[src/rtl/ctrlreg_pkg.sv]
package ctrlreg_pkg;

    localparam int REG_W = 64;
    localparam int IDX_W = 5;

    localparam logic [IDX_W-1:0] IDX_W0 = 5'd0;
    localparam logic [IDX_W-1:0] IDX_W2 = 5'd2;
    localparam logic [IDX_W-1:0] IDX_W3 = 5'd3;
    localparam logic [IDX_W-1:0] IDX_W4 = 5'd4;
    localparam logic [IDX_W-1:0] IDX_W8 = 5'd8;
    localparam logic [IDX_W-1:0] IDX_XF = 5'd16;

    localparam int W0_PG_BIT  = 31;
    localparam int W0_FIX_BIT = 4;
    localparam int W4_PSE_BIT = 4;
    localparam int W4_PAE_BIT = 5;
    localparam int W4_PGE_BIT = 7;
    localparam int XF_LME_BIT = 8;
    localparam int XF_LMA_BIT = 10;

    localparam logic [REG_W-1:0] W0_RESET = REG_W'(1) << W0_FIX_BIT;
    localparam logic [REG_W-1:0] W4_FLUSH_MASK =
        (REG_W'(1) << W4_PSE_BIT) | (REG_W'(1) << W4_PAE_BIT) | (REG_W'(1) << W4_PGE_BIT);

    typedef enum logic [2:0] {
        SEL_W0,
        SEL_W2,
        SEL_W3,
        SEL_W4,
        SEL_W8,
        SEL_XF,
        SEL_NONE
    } reg_sel_e;

endpackage

[src/rtl/ctrlreg_decode.sv]
module ctrlreg_decode
    import ctrlreg_pkg::*;
#(
    parameter int IW = IDX_W
) (
    input  logic [IW-1:0] idx,
    output reg_sel_e      sel,
    output logic          legal
);

    always_comb begin
        case (idx)
            IW'(IDX_W0): sel = SEL_W0;
            IW'(IDX_W2): sel = SEL_W2;
            IW'(IDX_W3): sel = SEL_W3;
            IW'(IDX_W4): sel = SEL_W4;
            IW'(IDX_W8): sel = SEL_W8;
            IW'(IDX_XF): sel = SEL_XF;
            default:     sel = SEL_NONE;
        endcase
        legal = (sel != SEL_NONE);
    end

endmodule

[src/rtl/ctrlreg_effects.sv]
module ctrlreg_effects
    import ctrlreg_pkg::*;
#(
    parameter int DW = REG_W
) (
    input  logic          arch_wr,
    input  reg_sel_e      sel,
    input  logic [DW-1:0] wdata,
    input  logic [DW-1:0] w0_old,
    input  logic [DW-1:0] w4_old,
    input  logic [DW-1:0] xf_old,
    output logic [DW-1:0] w0_fixed,
    output logic          lma_upd,
    output logic          lma_val,
    output logic          flush_full,
    output logic          flush_local
);

    logic [DW-1:0] w0_tog;
    logic [DW-1:0] w4_tog;
    logic          pg_tog;

    always_comb begin
        w0_tog      = w0_old ^ wdata;
        w4_tog      = w4_old ^ wdata;
        pg_tog      = w0_tog[W0_PG_BIT];
        w0_fixed    = wdata;
        w0_fixed[W0_FIX_BIT] = 1'b1;
        lma_upd     = 1'b0;
        lma_val     = wdata[W0_PG_BIT];
        flush_full  = 1'b0;
        flush_local = 1'b0;
        if (arch_wr) begin
            case (sel)
                SEL_W0: begin
                    flush_full = pg_tog;
                    lma_upd    = pg_tog & xf_old[XF_LME_BIT];
                end
                SEL_W3: flush_local = 1'b1;
                SEL_W4: flush_full  = |(w4_tog & DW'(W4_FLUSH_MASK));
                default: ;
            endcase
        end
    end

endmodule

[src/rtl/ctrlreg_file.sv]
module ctrlreg_file
    import ctrlreg_pkg::*;
#(
    parameter int DATA_W = REG_W,
    parameter int ADDR_W = IDX_W
) (
    input  logic              clk,
    input  logic              rst_n,
    input  logic              wr_en,
    input  logic              wr_raw,
    input  logic [ADDR_W-1:0] wr_idx,
    input  logic [DATA_W-1:0] wr_data,
    output logic              wr_err,
    input  logic [ADDR_W-1:0] rd_idx,
    output logic [DATA_W-1:0] rd_data,
    output logic              rd_err,
    output logic              itlb_flush_full,
    output logic              itlb_flush_local,
    output logic              dtlb_flush_full,
    output logic              dtlb_flush_local
);

    typedef struct packed {
        logic [DATA_W-1:0] w0;
        logic [DATA_W-1:0] w2;
        logic [DATA_W-1:0] w3;
        logic [DATA_W-1:0] w4;
        logic [DATA_W-1:0] w8;
        logic [DATA_W-1:0] xf;
        logic              fl_full;
        logic              fl_local;
    } state_t;

    state_t state_d, state_q;

    reg_sel_e wr_sel, rd_sel;
    logic     wr_legal, rd_legal;
    logic     arch_wr;

    logic [DATA_W-1:0] w0_fixed;
    logic              lma_upd, lma_val;
    logic              fx_full, fx_local;

    ctrlreg_decode #(.IW(ADDR_W)) u_wr_dec (
        .idx   (wr_idx),
        .sel   (wr_sel),
        .legal (wr_legal)
    );

    ctrlreg_decode #(.IW(ADDR_W)) u_rd_dec (
        .idx   (rd_idx),
        .sel   (rd_sel),
        .legal (rd_legal)
    );

    assign arch_wr = wr_en & ~wr_raw & wr_legal;

    ctrlreg_effects #(.DW(DATA_W)) u_fx (
        .arch_wr     (arch_wr),
        .sel         (wr_sel),
        .wdata       (wr_data),
        .w0_old      (state_q.w0),
        .w4_old      (state_q.w4),
        .xf_old      (state_q.xf),
        .w0_fixed    (w0_fixed),
        .lma_upd     (lma_upd),
        .lma_val     (lma_val),
        .flush_full  (fx_full),
        .flush_local (fx_local)
    );

    always_comb begin
        state_d          = state_q;
        state_d.fl_full  = fx_full;
        state_d.fl_local = fx_local & ~fx_full;
        if (wr_en && wr_legal) begin
            case (wr_sel)
                SEL_W0: begin
                    state_d.w0 = wr_raw ? wr_data : w0_fixed;
                    if (lma_upd) begin
                        state_d.xf[XF_LMA_BIT] = lma_val;
                    end
                end
                SEL_W2:  state_d.w2 = wr_data;
                SEL_W3:  state_d.w3 = wr_data;
                SEL_W4:  state_d.w4 = wr_data;
                SEL_W8:  state_d.w8 = wr_data;
                SEL_XF:  state_d.xf = wr_data;
                default: ;
            endcase
        end
    end

    always_ff @(posedge clk) begin
        if (!rst_n) begin
            state_q          <= '0;
            state_q.w0       <= DATA_W'(W0_RESET);
        end else begin
            state_q <= state_d;
        end
    end

    always_comb begin
        case (rd_sel)
            SEL_W0:  rd_data = state_q.w0;
            SEL_W2:  rd_data = state_q.w2;
            SEL_W3:  rd_data = state_q.w3;
            SEL_W4:  rd_data = state_q.w4;
            SEL_W8:  rd_data = state_q.w8;
            SEL_XF:  rd_data = state_q.xf;
            default: rd_data = '0;
        endcase
    end

    assign rd_err           = ~rd_legal;
    assign wr_err           = wr_en & ~wr_legal;
    assign itlb_flush_full  = state_q.fl_full;
    assign dtlb_flush_full  = state_q.fl_full;
    assign itlb_flush_local = state_q.fl_local;
    assign dtlb_flush_local = state_q.fl_local;

endmodule

[config.mk]
export PLATFORM = sky130hd
export DESIGN_NAME = ctrlreg_file
export DESIGN_NICKNAME = d
export VERILOG_FILES = /design/src/rtl/ctrlreg_pkg.sv /design/src/rtl/ctrlreg_decode.sv /design/src/rtl/ctrlreg_effects.sv /design/src/rtl/ctrlreg_file.sv
export SDC_FILE = /design/constraint.sdc
export NUM_CORES = 1
export LEC_CHECK = 0
export BUFFER_PORTS_ARGS = -buffer_cell sky130_fd_sc_hd__buf_4
export CAP_MARGIN = 10
export CORE_UTILIZATION = 54
export DETAILED_ROUTE_END_ITERATION = 8
export PLACE_DENSITY = 0.76
export RECOVER_POWER = 50
export SLEW_MARGIN = 20
export SYNTH_ARGS = -nofsm -noshare
export SYNTH_HDL_FRONTEND = slang
export SYNTH_SLANG_ARGS = --single-unit
[constraint.sdc]
create_clock -name clk -period 3.5 [get_ports clk]
set_input_delay 0.35 -clock clk [delete_from_list [all_inputs] [get_ports clk]]
set_output_delay 0.35 -clock clk [all_outputs]
set_load 0.02 [all_outputs]
Word-level counts from Yosys, hierarchy flattened
Index checks and enable logic that the tools add are counted.
Word-level totals
  flip-flop bits (word level): 386
  latch bits: 0
  RAM bits: 0
  bits in read-only memories: 0
  output and inout bits: 70
  logic and storage cells: 69
  memories kept: 0
Cells by class
  add/sub/neg operators: 0
  multipliers: 0
  div/mod/pow operators: 0
  $lt $le $gt $ge: 0
  eq/ne operators: 23
  shift operators: 0
  muxes and demuxes: 12
  bitwise gates (word level): 11
  reductions and logical operators: 14
Operators with widths (number)
  64-bit one-hot mux with 6 select lines: 1
  3-bit one-hot mux with 6 select lines: 2
  32-bit XOR: 1
  5-bit by 2-bit equality test with 1-bit output, second input constant: 4
  3-bit by 2-bit equality test with 1-bit output, second input constant: 4
  3-bit equality test, second input constant: 4
  2-bit AND reduction: 6
  5-bit by 3-bit equality test with 1-bit output, second input constant: 2
  5-bit by 4-bit equality test with 1-bit output, second input constant: 2
  5-bit equality test, second input constant: 2
  5-bit zero test: 2
  8-bit XOR: 1
  3-bit by 1-bit equality test with 1-bit output, second input constant: 2
  3-bit zero test: 2
  1-bit two-way mux: 6
  3-bit != test, second input constant: 2
  1-bit AND: 5
  5-bit two-way mux: 1
  1-bit inverter: 4
  1-bit one-hot mux with 2 select lines: 2
  3-bit AND reduction: 1
  3-bit OR reduction: 1
  2-bit != test, second input constant: 1
  2-bit nonzero test: 1
  1-bit logical AND: 1

Logic depth before layout (Yosys ltp)
  word-level depth: 7
  mapped depth: 10
  depth with buffers taken out: 7

By module
Synthesis repeated with hierarchy kept, for this count alone.
Second synthesis, totals
  cells, all modules: 2248
  area total of the unflattened synthesis: 19531.2 sq um
By module, submodules not included
  ctrlreg_file: instances 1, cells an instance 2147, area an instance 18765.5 sq um, sequential area each 7727.4 sq um
  ctrlreg_effects: instances 1, cells an instance 77, area an instance 585.6 sq um, sequential area each 0.0 sq um
  ctrlreg_decode: instances 2, cells an instance 12, area an instance 90.1 sq um, sequential area each 0.0 sq um

Worst setup path after synthesis
Ideal clock, no wire load.
  path type: input-to-output
  start: input rd_idx[1]
  end: output rd_data[13]
  arrival: 2846 ps
  required time: 3150 ps
  setup slack: 304 ps
  stages on the path: 7
  path buffers: 1
  cells stage by stage: buf_2 > or4_1 > ha_1 > or4b_4 > nor3_4 > a22oi_1 > a41oi_1
Between the ends
  longest elaborated chain between the ends: 4
  elaborated cells on any way between the ends: 14
Ends and longest elaborated chain
  from (decl): RTL line ctrlreg_file.sv:14  | input logic [ADDR_W-1:0] rd_idx,
  5-bit equality test (tied with other cells): RTL line ctrlreg_decode.sv:12  | case (idx)
  3-bit one-hot mux with 6 select lines (*): RTL line ctrlreg_decode.sv:12
  3-bit equality test (tied with other cells): RTL line ctrlreg_file.sv:104  | case (rd_sel)
  64-bit one-hot mux with 6 select lines (*): RTL line ctrlreg_file.sv:104
  to (decl): RTL line ctrlreg_file.sv:15  | output logic [DATA_W-1:0] rd_data,
Mark *: on every way between the ends. The rest lies on a longest branch, timed or not.

Final worst setup path
  start: input rd_idx[4]
  end: output rd_data[17]
The elaborated chain is that of the path after synthesis.

==> results.yml <==
status:
  outcome: "finished with violations"
  failed_checks: "capacitance limit, slew limit"
yosys:
  synth_cell_types: 47
  synth_edf_count: 0
  synth_async_sr_flop_share_pct: 0
  synth.cells.most_frequent: "829 x sky130_fd_sc_hd__nand2_1, 386 x sky130_fd_sc_hd__dfxtp_1, 314 x sky130_fd_sc_hd__a21boi_0, 125 x sky130_fd_sc_hd__a22oi_1, 105 x sky130_fd_sc_hd__clkbuf_1"
  number_of_instances_in_the_synthesized_netlist: 2103
  ys_seq_elements: 386
  yosys.area.top_type_share_pct: 44.41
  post_synth_main_area_contributors: "sky130_fd_sc_hd__dfxtp_1 44%, sky130_fd_sc_hd__nand2_1 18%, sky130_fd_sc_hd__a21boi_0 14%, sky130_fd_sc_hd__a41oi_2 5.5%, sky130_fd_sc_hd__a22oi_1 5.4%"
  post-synth-top-area-cell: "sky130_fd_sc_hd__dfxtp_1"
  postSynth.topFlopCell: "sky130_fd_sc_hd__dfxtp_1"
  yosysSeqAreaShare_pct: 44.41
  yosys_warnings: 0
  synth_most_common_cell: "sky130_fd_sc_hd__nand2_1"
  synthesis.area_per_instance_um2: 8.274
  synth.net_count: 2182
  mappedNetlistArea_mm2: 0.01740
pwr:
  ir_drop_uv: 297.2
  power.density_cell_area_mw_per_mm2: 460.8
  leakage_nw: 6.102
critical_path:
  worst-setup-path-type: "input port to output pin"
  cell_type_with_the_highest_occurrence_count_on_the_critical_path: "sky130_fd_sc_hd__buf_4"
  reg2reg_from: "state_q[353]$_SDFFE_PN0P_"
  start_kind: "input port"
  crit_fanout: 37
  path_buf_inv: 4
  timing.critical_path.to_type: "output pin"
  kind_of_cell_adding_the_most_delay_to_the_critical_path: "simple AND/OR/NAND/NOR gates"
  worst_setup_path_startpoint: "rd_idx[4]"
  timing.critical_path.slowest_cell_delay_ps: 480
  slowest_stage: "sky130_fd_sc_hd__or4_1"
  critPathArrivalTime_ps: 3020
  critical_path.cell_chain: "buf_4, xnor2_1, or4_1, ha_1, or2_2, nor4_4, buf_12, buf_4, a222oi_1, a31oi_1, buf_4"
  crit_required_ps: 3150
floorplan:
  floorplan.initialDensity_pct: 55.00
  chipHeight_um: 181.5
  fp.dieW_um: 181.5
  core_region_area_mm2: 0.03164
  core.rowCount: 65
  io-pin-count: 148
  die_area_mm2: 0.03294
sta:
  worst-slew-pin-transition_ps: 2973
  setup_violations: 0
  max_freq_ghz: 0.2966
  slew_headroom_pct: -98.17
  final_max_slew_viol_count: 174
  timing_hold_violations_final: 0
  timing.hold.ws_ps: 75.44
  setup_tns_ps: 0
  timing.clock.skew_ps: 3.676
  period_share_pct: 96.34
  finalCriticalPeriod_ps: 3372
  rsz0062_at_grt: "no"
layout:
  finalNetCount: 2224
  fraction_of_final_layout_cells_with_drive_strength_greater_than_1_pct: 15.17
  syn2layout_area_growth_pct: 14.99
  layout.core_utilization_pct: 63.24
  layout.filler_cells: 2713
clock_tree:
  post_cts.repair.setup_buffers: 0
  tritoncts: "yes"
  post_cts_resized: 0
  clk-insertion-delay-late_ps: 530
  h-tree-depth: 2
  tritoncts.num_buffers: 41
  cts_hold_buffers: 0
  cts_sinks: 386
  master_cell_of_the_clock_root_buffer: "sky130_fd_sc_hd__clkbuf_16"
  cts.reportedPaths.clkPinSlew_ps: 60
  ctsLongestPathBuffers: 3
placement:
  place.gp.congestion: 0.7689
  portBuffers: 147
  dpl.hpwl_um: 27800
route:
  detail_route.wirelength_um: 49220
  ant_nets: 0
  drt-initial-drc-count: 1334
  vias: 15290
  post-route-drc-count: 0
  drt_pass1_iterations: 6
  routed_via_density: 5.926
  avgRoutedWirePerCell_um: 19.07
global_routing:
  grt_pass1_wl_um: 79650
  first_global_vias: 15180
  grt_antenna_before_repair: 4
  grt-ovfl-total: 0
  grt_util_overall_pct: 29.74
  grt_max_degree: 176
hold_path:
  hold_start: "wr_idx[4]"
  worst_hold_path_type: "input port to flip-flop"
flow_run:
  timing.max_cap.violations: 1
==> state kept, by name (all words and copies together), names as in the netlist <==
signal            count
dtlb_flush_local      1
dtlb_flush_full       1
state_q             384
==> power breakdown <==
group | switching [mW] | internal (mW) | leakage [nW] | total (mW)
Sequential | 0.0161 | 4.43 | 3.11 | 4.44
Combinational | 0.309 | 0.188 | 2.34 | 0.497
Clock | 1.77 | 2.51 | 0.654 | 4.28
==> final timing paths <==
path	to	cells after the start	slack [ps]
setup / recovery	rd_data[17]	11	130
hold / removal	dtlb_flush_full$_SDFF_PN0_	2	80
setup reg to reg	state_q[12]$_SDFFE_PN0P_	4	2170
hold reg to reg	state_q[358]$_SDFFE_PN0P_	2	450
==> area by class of cell <==
class	instances	area [um2]	share of cell area [%]
timing repair buffer	184	1589	7.942
clock inverter	12	100.1	0.5003
inverter	3	11.26	0.05628
multi-input combinational	1529	8836	44.16
tap	402	503.0	2.514
clock buffer	61	1231	6.153
antenna	4	10.01	0.05003
sequential	386	7727	38.62
==> kinds of logic after synthesis <==
logic type      after synthesis  share of synthesized area [%]
compound gates              651                          30.25
mux                           1                        0.06472
fa+ha+maj                     1                        0.07190
xor+xnor                      5                         0.2517
flops                       386                          44.41
simple gates                871                          19.83
buf+inv                     188                          5.120
==> placed cells by master, fill, tap and decap left out, types with 11 or more instances in the layout <==
master and count:
sky130_fd_sc_hd__nand2_1 828, sky130_fd_sc_hd__buf_4 161, sky130_fd_sc_hd__clkbuf_8 13, sky130_fd_sc_hd__dfxtp_1 386, sky130_fd_sc_hd__clkbuf_16 41, sky130_fd_sc_hd__buf_12 18
sky130_fd_sc_hd__a21boi_1 26, sky130_fd_sc_hd__a21boi_0 356, sky130_fd_sc_hd__a22oi_1 125, sky130_fd_sc_hd__o21ai_0 68, sky130_fd_sc_hd__clkbuf_1 11, sky130_fd_sc_hd__a41oi_2 59
==> metal layers <==
| layer | wire (um) | part of all wire, % | vias to the layer above | track usage [%] |
|---|---|---|---|---|
| met5 | 0 | 0 | - | 0 |
| met4 | 1609 | 3.3 | 0 | 12.61 |
| met3 | 3367 | 6.8 | 123 | 5.134 |
| met2 | 23610 | 48 | 560 | 50.69 |
| met1 | 20630 | 42 | 7380 | 36.98 |
| li1 | - | - | 7231 | - |
==> worst reg2reg max path: cells and delay by family, from the launching register on <==
kind / cells / cell delay [ps]
flip-flops: 1 / 330
AND/OR/NAND/NOR: 1 / 130
AO/OA/AOI/OAI: 2 / 430
XOR/XNOR: 1 / 350
==> stage by stage <==
stage / instance area [um2] / setup slack, ps / power [mW] / cells
2_1_floorplan: 17400 / 303.6 / 4.807 / 2103
3_3_place_gp: 18690 / 175.5 / 5.014 / 2504
3_5_place_dp: 18690 / 144.4 / 5.022 / 2504
4_1_cts: 20020 / 143.4 / 9.258 / 2577
5_1_grt: 20000 / 26.01 / 9.493 / 2578
6_report: 20010 / 128.1 / 9.220 / 2581
Power figures use the tool's default switching activity.
